===== src/rtl/segbuf_pkg.sv =====
`timescale 1ns/1ps
package segbuf_pkg;
    typedef enum logic [2:0] {
        RD_IDLE,
        RD_OFFER,
        RD_GAP,
        RD_STROBE,
        RD_DONE
    } rd_state_t;
endpackage


===== src/rtl/segbuf_tstamp.sv =====
`timescale 1ns/1ps
// Free-running coarse time counter
module segbuf_tstamp #(
    parameter int TS_W = 16
) (
    input  logic            clk,
    input  logic            rst,
    output logic [TS_W-1:0] now
);
    always_ff @(posedge clk) begin
        if (rst) now <= '0;
        else     now <= now + 1'b1;
    end
endmodule


===== src/rtl/segbuf_store.sv =====
`timescale 1ns/1ps
// Write/read pointers, per-segment valid bits and timestamps, lost counter
module segbuf_store #(
    parameter int NSEG   = 8,
    parameter int TS_W   = 16,
    parameter int LOST_W = 8
) (
    input  logic                      clk,
    input  logic                      rst,
    input  logic                      wr_req,
    input  logic                      rd_done,
    input  logic [TS_W-1:0]           ts_in,
    output logic [$clog2(NSEG)-1:0]   rd_idx,
    output logic [TS_W-1:0]           rd_ts,
    output logic                      head_valid,
    output logic [$clog2(NSEG):0]     fill,
    output logic [LOST_W-1:0]         lost
);
    localparam int PW = $clog2(NSEG);
    localparam logic [PW:0] FULL_LVL = (PW+1)'(NSEG);

    logic [PW:0]      wr_ptr, rd_ptr;
    logic [NSEG-1:0]  seg_valid;
    logic [TS_W-1:0]  seg_ts [NSEG];
    logic             is_full, wr_fire;
    logic [PW-1:0]    wr_idx;

    assign fill    = wr_ptr - rd_ptr;
    assign is_full = (fill == FULL_LVL);
    assign wr_fire = wr_req && !is_full;
    assign wr_idx  = wr_ptr[PW-1:0];
    assign rd_idx  = rd_ptr[PW-1:0];

    always_ff @(posedge clk) begin
        if (rst) begin
            wr_ptr <= '0;
            rd_ptr <= '0;
            lost   <= '0;
        end else begin
            if (wr_fire) wr_ptr <= wr_ptr + 1'b1;
            if (rd_done) rd_ptr <= rd_ptr + 1'b1;
            if (wr_req && is_full && lost != '1) lost <= lost + 1'b1;
        end
    end

    for (genvar g = 0; g < NSEG; g++) begin : g_slot
        always_ff @(posedge clk) begin
            if (rst) begin
                seg_valid[g] <= 1'b0;
            end else if (wr_fire && wr_idx == PW'(g)) begin
                seg_valid[g] <= 1'b1;
            end else if (rd_done && rd_idx == PW'(g)) begin
                seg_valid[g] <= 1'b0;
            end
        end
        always_ff @(posedge clk) begin
            if (wr_fire && wr_idx == PW'(g)) seg_ts[g] <= ts_in;
        end
    end

    assign head_valid = seg_valid[rd_idx];
    assign rd_ts      = seg_ts[rd_idx];
endmodule


===== src/rtl/segbuf_rdseq.sv =====
`timescale 1ns/1ps
// Readout sequencer: offer, then one strobe per sample bin
module segbuf_rdseq
    import segbuf_pkg::*;
#(
    parameter int SAMPLES = 32,
    parameter int DIV_W   = 4
) (
    input  logic                       clk,
    input  logic                       rst,
    input  logic                       head_valid,
    input  logic                       rd_go,
    input  logic [DIV_W-1:0]           div_cfg,
    output logic                       data_avail,
    output logic                       samp_stb,
    output logic [$clog2(SAMPLES)-1:0] samp_idx,
    output logic                       rd_done
);
    localparam int SW = $clog2(SAMPLES);
    localparam logic [SW-1:0] LAST = SW'(SAMPLES - 1);

    rd_state_t        state, nxt;
    logic [SW-1:0]    samp;
    logic [DIV_W-1:0] gcnt;
    logic             no_gap;

    assign no_gap = (div_cfg == '0);

    always_comb begin
        nxt = state;
        unique case (state)
            RD_IDLE:   if (head_valid) nxt = RD_OFFER;
            RD_OFFER:  if (rd_go) nxt = no_gap ? RD_STROBE : RD_GAP;
            RD_GAP:    if (gcnt == DIV_W'(1)) nxt = RD_STROBE;
            RD_STROBE: begin
                if (samp == LAST) nxt = RD_DONE;
                else              nxt = no_gap ? RD_STROBE : RD_GAP;
            end
            RD_DONE:   nxt = RD_IDLE;
            default:   nxt = RD_IDLE;
        endcase
    end

    always_ff @(posedge clk) begin
        if (rst) begin
            state <= RD_IDLE;
            samp  <= '0;
            gcnt  <= '0;
        end else begin
            state <= nxt;
            unique case (state)
                RD_OFFER: if (rd_go) begin
                    samp <= '0;
                    gcnt <= div_cfg;
                end
                RD_GAP:   gcnt <= gcnt - 1'b1;
                RD_STROBE: if (samp != LAST) begin
                    samp <= samp + 1'b1;
                    gcnt <= div_cfg;
                end
                default: ;
            endcase
        end
    end

    always_comb begin
        data_avail = (state == RD_OFFER);
        samp_stb   = (state == RD_STROBE);
        rd_done    = (state == RD_DONE);
        samp_idx   = samp;
    end
endmodule


===== src/rtl/segbuf_ctrl.sv =====
`timescale 1ns/1ps
module segbuf_ctrl #(
    parameter int NSEG    = 8,
    parameter int SAMPLES = 32,
    parameter int TS_W    = 16,
    parameter int LOST_W  = 8,
    parameter int DIV_W   = 4
) (
    input  logic                       clk,
    input  logic                       rst,
    input  logic                       trig_in,
    input  logic                       rd_go,
    input  logic [DIV_W-1:0]           div_cfg,
    output logic                       data_avail,
    output logic                       samp_stb,
    output logic [$clog2(NSEG)-1:0]    seg_idx,
    output logic [TS_W-1:0]            seg_ts,
    output logic [$clog2(SAMPLES)-1:0] samp_idx,
    output logic [$clog2(NSEG):0]      fill_level,
    output logic [LOST_W-1:0]          lost_cnt
);
    logic [TS_W-1:0] now;
    logic            head_valid, rd_done;

    segbuf_tstamp #(.TS_W(TS_W)) u_tstamp (
        .clk (clk),
        .rst (rst),
        .now (now)
    );

    segbuf_store #(.NSEG(NSEG), .TS_W(TS_W), .LOST_W(LOST_W)) u_store (
        .clk        (clk),
        .rst        (rst),
        .wr_req     (trig_in),
        .rd_done    (rd_done),
        .ts_in      (now),
        .rd_idx     (seg_idx),
        .rd_ts      (seg_ts),
        .head_valid (head_valid),
        .fill       (fill_level),
        .lost       (lost_cnt)
    );

    segbuf_rdseq #(.SAMPLES(SAMPLES), .DIV_W(DIV_W)) u_rdseq (
        .clk        (clk),
        .rst        (rst),
        .head_valid (head_valid),
        .rd_go      (rd_go),
        .div_cfg    (div_cfg),
        .data_avail (data_avail),
        .samp_stb   (samp_stb),
        .samp_idx   (samp_idx),
        .rd_done    (rd_done)
    );
endmodule


===== config.mk =====
export PLATFORM = sky130hd
export DESIGN_NAME = segbuf_ctrl
export DESIGN_NICKNAME = d
export VERILOG_FILES = /design/src/rtl/segbuf_pkg.sv /design/src/rtl/segbuf_tstamp.sv /design/src/rtl/segbuf_store.sv /design/src/rtl/segbuf_rdseq.sv /design/src/rtl/segbuf_ctrl.sv
export SDC_FILE = /design/constraint.sdc
export NUM_CORES = 1
export LEC_CHECK = 0
export BUFFER_PORTS_ARGS = -buffer_cell sky130_fd_sc_hd__buf_2
export CELL_PAD_IN_SITES_DETAIL_PLACEMENT = 1
export CELL_PAD_IN_SITES_GLOBAL_PLACEMENT = 1
export CORE_ASPECT_RATIO = 0.6
export CORE_UTILIZATION = 42
export DETAILED_ROUTE_END_ITERATION = 7
export GPL_ROUTABILITY_DRIVEN = 1
export PLACE_DENSITY = 0.74
export SLEW_MARGIN = 20
export SYNTH_ARGS = -nofsm -noshare
export SYNTH_HDL_FRONTEND = slang
export SYNTH_SLANG_ARGS = --single-unit

===== constraint.sdc =====
create_clock -name clk -period 2.6 [get_ports clk]
set_input_delay 0.13 -clock clk [delete_from_list [all_inputs] [get_ports clk]]
set_output_delay 0.13 -clock clk [all_outputs]
set_load 0.005 [all_outputs]

==> impl_metrics.xml <==
<?xml version="1.0" encoding="UTF-8"?>
<metrics>
  <group name="status">
    <metric name="run_status" unit="">completed</metric>
  </group>
  <group name="setup_path">
    <metric name="setup.worst_path.start_class" unit="">flop</metric>
    <metric name="worstSetupPathType" unit="">flop to flop</metric>
    <metric name="critPathCaptureType" unit="">flop</metric>
    <metric name="worst_path_largest_cell_delay" unit="ps">500</metric>
    <metric name="cp.required" unit="ps">2730</metric>
    <metric name="critPathMostFrequentCell" unit="">sky130_fd_sc_hd__buf_4</metric>
    <metric name="worstPathMaxFanout" unit="">8</metric>
    <metric name="crit_arrival" unit="ps">2720</metric>
    <metric name="critical_path.cell_chain" unit="">inv_1 &gt; ha_4 &gt; fa_2 &gt; nand4b_1 &gt; a221oi_2 &gt; nor4_2 &gt; buf_4 &gt; buf_4 &gt; and3_4</metric>
    <metric name="critPathSlowestCell" unit="">sky130_fd_sc_hd__fa_2</metric>
  </group>
  <group name="global_route">
    <metric name="grt_pass1_wl" unit="mm">28.08</metric>
    <metric name="vias_in_the_first_global_route" unit="">4777</metric>
    <metric name="groute.layer.met3.usage" unit="">0.03972</metric>
    <metric name="globalRouteTotalUtil" unit="">0.2022</metric>
    <metric name="grt_max_degree" unit="">33</metric>
    <metric name="groute.layer.met1.usage" unit="">0.2963</metric>
    <metric name="globalRouteOverflowTotal" unit="">0</metric>
    <metric name="grt_antenna_before_repair" unit="">0</metric>
    <metric name="grt_use_met2" unit="">0.3008</metric>
    <metric name="gr-max-usage-layer" unit="">met2</metric>
  </group>
  <group name="placement">
    <metric name="placed_cells_incl_taps" unit="">792</metric>
    <metric name="place.detailed.hpwl" unit="mm">12.03</metric>
    <metric name="port_buffers" unit="">45</metric>
    <metric name="gp_congestion" unit="">0.8056</metric>
    <metric name="dpl-instance-area" unit="mm^2">0.008285</metric>
  </group>
  <group name="logic_synthesis">
    <metric name="synth_enable_flop_cells" unit="">128</metric>
    <metric name="post_synth_num_cell_types" unit="">55</metric>
    <metric name="synthSimpleGateAreaFrac" unit="">0.09639</metric>
    <metric name="synth_fa_ha_area_frac" unit="">0.03680</metric>
    <metric name="synth_mux_area_frac" unit="">0.1270</metric>
    <metric name="syn_area_per_cell" unit="um^2">14.92</metric>
    <metric name="yosys-top-cells-area" unit="">sky130_fd_sc_hd__edfxtp_1 50%, sky130_fd_sc_hd__dfxtp_1 14%, sky130_fd_sc_hd__mux4_2 10%</metric>
    <metric name="mapped_nets" unit="">545</metric>
    <metric name="synthesized_area_fraction_occupied_by_ao_oa_aoi_and_oai_cells" unit="">0.04673</metric>
    <metric name="synth.top_cell.area_share" unit="">0.5002</metric>
    <metric name="synth_ff_type" unit="">sky130_fd_sc_hd__edfxtp_1</metric>
    <metric name="combinational_family_with_the_most_area_after_synthesis" unit="">multiplexers</metric>
    <metric name="asyncSetResetFlopFracSynth" unit="">0</metric>
    <metric name="yosys_register_bits" unit="">183</metric>
    <metric name="synth_xor_area_frac" unit="">0.02605</metric>
    <metric name="seq_area_frac_synth" unit="">0.6434</metric>
    <metric name="synth_largest_area_cell" unit="">sky130_fd_sc_hd__edfxtp_1</metric>
    <metric name="syn_area" unit="mm^2">0.007685</metric>
    <metric name="netlist_instances" unit="">515</metric>
    <metric name="synth.yosys.warnings" unit="">0</metric>
  </group>
  <group name="job">
    <metric name="cap_viol_max_count" unit="">0</metric>
  </group>
  <group name="detailed_routing">
    <metric name="viasPerCell" unit="">5.740</metric>
    <metric name="drt_first_iter_violations" unit="">364</metric>
    <metric name="wire_per_inst" unit="um">23.36</metric>
    <metric name="vias" unit="">4804</metric>
    <metric name="wirelength" unit="mm">19.55</metric>
    <metric name="drtAntennaViolNets" unit="">0</metric>
    <metric name="post_detailed_route_drc_marker_count" unit="">0</metric>
    <metric name="drt_pass1_iterations" unit="">5</metric>
  </group>
  <group name="power">
    <metric name="total_switching_power" unit="uW">1772</metric>
    <metric name="p_sw_frac" unit="">0.2669</metric>
    <metric name="power-per-cell-area" unit="mW/mm^2">733.2</metric>
    <metric name="p_comb_frac" unit="">0.125</metric>
    <metric name="clockPowerShare" unit="">0.372</metric>
    <metric name="share_seq_of_total_power" unit="">0.503</metric>
    <metric name="worst_ir_drop_vdd" unit="mV">0.4323</metric>
    <metric name="p_int" unit="uW">4868</metric>
    <metric name="power.static_leakage" unit="uW">0.003187</metric>
    <metric name="power.total" unit="uW">6640</metric>
  </group>
  <group name="sta">
    <metric name="timing.slew.headroom" unit="">0.5978</metric>
    <metric name="clock_skew" unit="ps">11.62</metric>
    <metric name="final.min_clock_period" unit="ps">2585</metric>
    <metric name="report.final.hold_viol_count" unit="">0</metric>
    <metric name="timing.fmax" unit="MHz">386.9</metric>
    <metric name="report.final.setup_viol" unit="">0</metric>
    <metric name="timing.final.max_slew_violations" unit="">0</metric>
    <metric name="finalHoldWorstSlack" unit="ps">67.33</metric>
    <metric name="slew_of_the_pin_with_the_lowest_slew_margin" unit="ps">603.4</metric>
    <metric name="final.period_utilization" unit="">0.9942</metric>
  </group>
  <group name="clock_tree">
    <metric name="tritoncts" unit="">yes</metric>
    <metric name="inserted_clock_buffers" unit="">17</metric>
    <metric name="clk_pin_slew_worst_paths" unit="ps">70</metric>
    <metric name="clock_tree.buffer_depth" unit="">2</metric>
    <metric name="numClockSinks" unit="">183</metric>
    <metric name="clk_root_buffer_cell" unit="">sky130_fd_sc_hd__clkbuf_16</metric>
    <metric name="clock_latency" unit="ps">440</metric>
    <metric name="htree_num_levels" unit="">4</metric>
  </group>
  <group name="hold_path">
    <metric name="min-delay-path-class" unit="">input port to flop</metric>
  </group>
  <group name="final_layout">
    <metric name="antenna_diode_instance_count" unit="">0</metric>
    <metric name="post_layout_cell_count" unit="">837</metric>
    <metric name="multi_input_area" unit="mm^2">0.002726</metric>
    <metric name="seq_area" unit="mm^2">0.004946</metric>
    <metric name="final_util" unit="">0.5175</metric>
    <metric name="mostFrequentLayoutCell" unit="">sky130_fd_sc_hd__edfxtp_1</metric>
    <metric name="fin_nets" unit="">620</metric>
    <metric name="drive_gt1_frac" unit="">0.3085</metric>
    <metric name="n_fill_cell" unit="">1725</metric>
    <metric name="post-route-cell-area" unit="mm^2">0.009056</metric>
    <metric name="final_cell_mix" unit="">128 x sky130_fd_sc_hd__edfxtp_1, 54 x sky130_fd_sc_hd__dfxtp_1, 45 x sky130_fd_sc_hd__buf_2</metric>
    <metric name="syn2layout_area_growth" unit="%">17.84</metric>
  </group>
  <group name="die">
    <metric name="die_h" unit="um">106.8</metric>
    <metric name="floorplan.die_area" unit="mm^2">0.01886</metric>
    <metric name="floorplan.initialDensity" unit="">0.4392</metric>
    <metric name="fp.coreArea" unit="mm^2">0.01750</metric>
    <metric name="die_w" unit="um">176.6</metric>
    <metric name="rows" unit="">37</metric>
    <metric name="io_pins" unit="">46</metric>
  </group>
</metrics>
-- flip-flops by register name, summed over array words and instances (netlist names), named ones only --
signal             count
u_store.seg_ts       128
u_tstamp.now          16
u_store.lost           8
u_store.seg_valid      8
u_rdseq.samp_idx       5
u_rdseq.gcnt           4
u_store.rd_ptr         4
u_store.wr_ptr         4
u_rdseq.state          3
-- final cells by class --
cell class / instances / area share
Tap cell: 234 / 0.03233
Multi-Input combinational cell: 299 / 0.3010
Sequential cell: 183 / 0.5461
Inverter: 14 / 0.005803
Clock inverter: 15 / 0.01520
Timing Repair Buffer: 75 / 0.05250
Clock buffer: 17 / 0.04697
-- layer usage --
metal	wire (um)	vias up	part of all wire
li1	-	2136	-
met1	9314	2459	0.48
met2	8477	187	0.43
met3	1476	22	0.075
met4	283	0	0.014
met5	0	-	0
-- worst paths after layout --
kind / slack (ps) / from / cells after the start / end
worst max-delay path: 20 / u_store.wr_ptr[0]$_SDFFE_PP0P_ / 9 / u_store.seg_ts[5][3]$_DFFE_PP_
worst min-delay path: 70 / div_cfg[1] / 5 / u_rdseq.gcnt[1]$_SDFFE_PP0P_
worst max register to register: 20 / u_store.wr_ptr[0]$_SDFFE_PP0P_ / 9 / u_store.seg_ts[5][3]$_DFFE_PP_
worst min register to register: 480 / u_rdseq.samp_idx[4]$_SDFFE_PP0P_ / 2 / u_rdseq.samp_idx[4]$_SDFFE_PP0P_
-- power by group through the flow --
stage          logic, uW  registers [uW]  clock network [uW]
2_1_floorplan        483            3360                   0
3_5_place_dp         706            3410                   0
6_report             827            3340                2470
3_3_place_gp         675            3390                   0
5_1_grt              898            3360                2600
4_1_cts              733            3340                2500
-- repair_timing --
| item | in CTS | in global routing |
|---|---|---|
| gates cloned | 0 | 9 |
| hold buffers | 2 | 0 |
| endpoints found under the setup margin | 128 | 142 |
| gates resized for setup | 8 | 20 |
| endpoints found under the hold margin | 3 | 0 |
| buffers inserted | 0 | 2 |
| pin swaps | 0 | 9 |
-- worst max-delay path: cells and delay by family, from the launching register on --
family / cells / cell delay [ps]
and+or+nand+nor: 3 / 730
adders and majority gates: 2 / 680
buffers and inverters: 3 / 460
DFF: 1 / 330
AOI/OAI and AO/OA: 1 / 70
-- synth_stat cells, types with 3 or more instances --
library cell and instances:
sky130_fd_sc_hd__o21ai_0 11, sky130_fd_sc_hd__buf_2 6, sky130_fd_sc_hd__inv_1 14, sky130_fd_sc_hd__nor2b_1 5, sky130_fd_sc_hd__nand3_1 15, sky130_fd_sc_hd__or3_1 5
sky130_fd_sc_hd__nor3_1 4, sky130_fd_sc_hd__a21oi_1 15, sky130_fd_sc_hd__a32oi_1 6, sky130_fd_sc_hd__mux4_2 34, sky130_fd_sc_hd__xnor2_1 9, sky130_fd_sc_hd__nor2_1 42
sky130_fd_sc_hd__dfxtp_1 55, sky130_fd_sc_hd__nand4_1 7, sky130_fd_sc_hd__nor4_1 3, sky130_fd_sc_hd__and2_1 4, sky130_fd_sc_hd__xor2_1 12, sky130_fd_sc_hd__nand2_1 23
sky130_fd_sc_hd__mux2i_1 3, sky130_fd_sc_hd__a211oi_1 3, sky130_fd_sc_hd__nand3b_1 3, sky130_fd_sc_hd__mux2_2 16, sky130_fd_sc_hd__or4_1 3, sky130_fd_sc_hd__buf_4 5
sky130_fd_sc_hd__and3_1 13, sky130_fd_sc_hd__clkbuf_1 14, sky130_fd_sc_hd__edfxtp_1 128, sky130_fd_sc_hd__a22oi_1 4, sky130_fd_sc_hd__ha_1 21, sky130_fd_sc_hd__nor3b_1 3
-- cells by family after synthesis --
| group | after synthesis |
|---|---|
| flip-flops | 183 |
| AND/OR/NAND/NOR | 141 |
| AO/OA/AOI/OAI | 53 |
| multiplexers | 53 |
| buffers and inverters | 41 |
| XOR/XNOR | 22 |
| adder cells (fa/ha/maj) | 22 |
-- stage by stage --
stage	setup TNS [ps]	worst slack, ps
floorplan	-6588	-61.62
global route	-8738	-98.37
global placement	0	14.83
detailed placement	-11090	-122.3
finish	0	15.04
CTS	0	5.118
No activity file was read; power rests on OpenSTA's default activity.
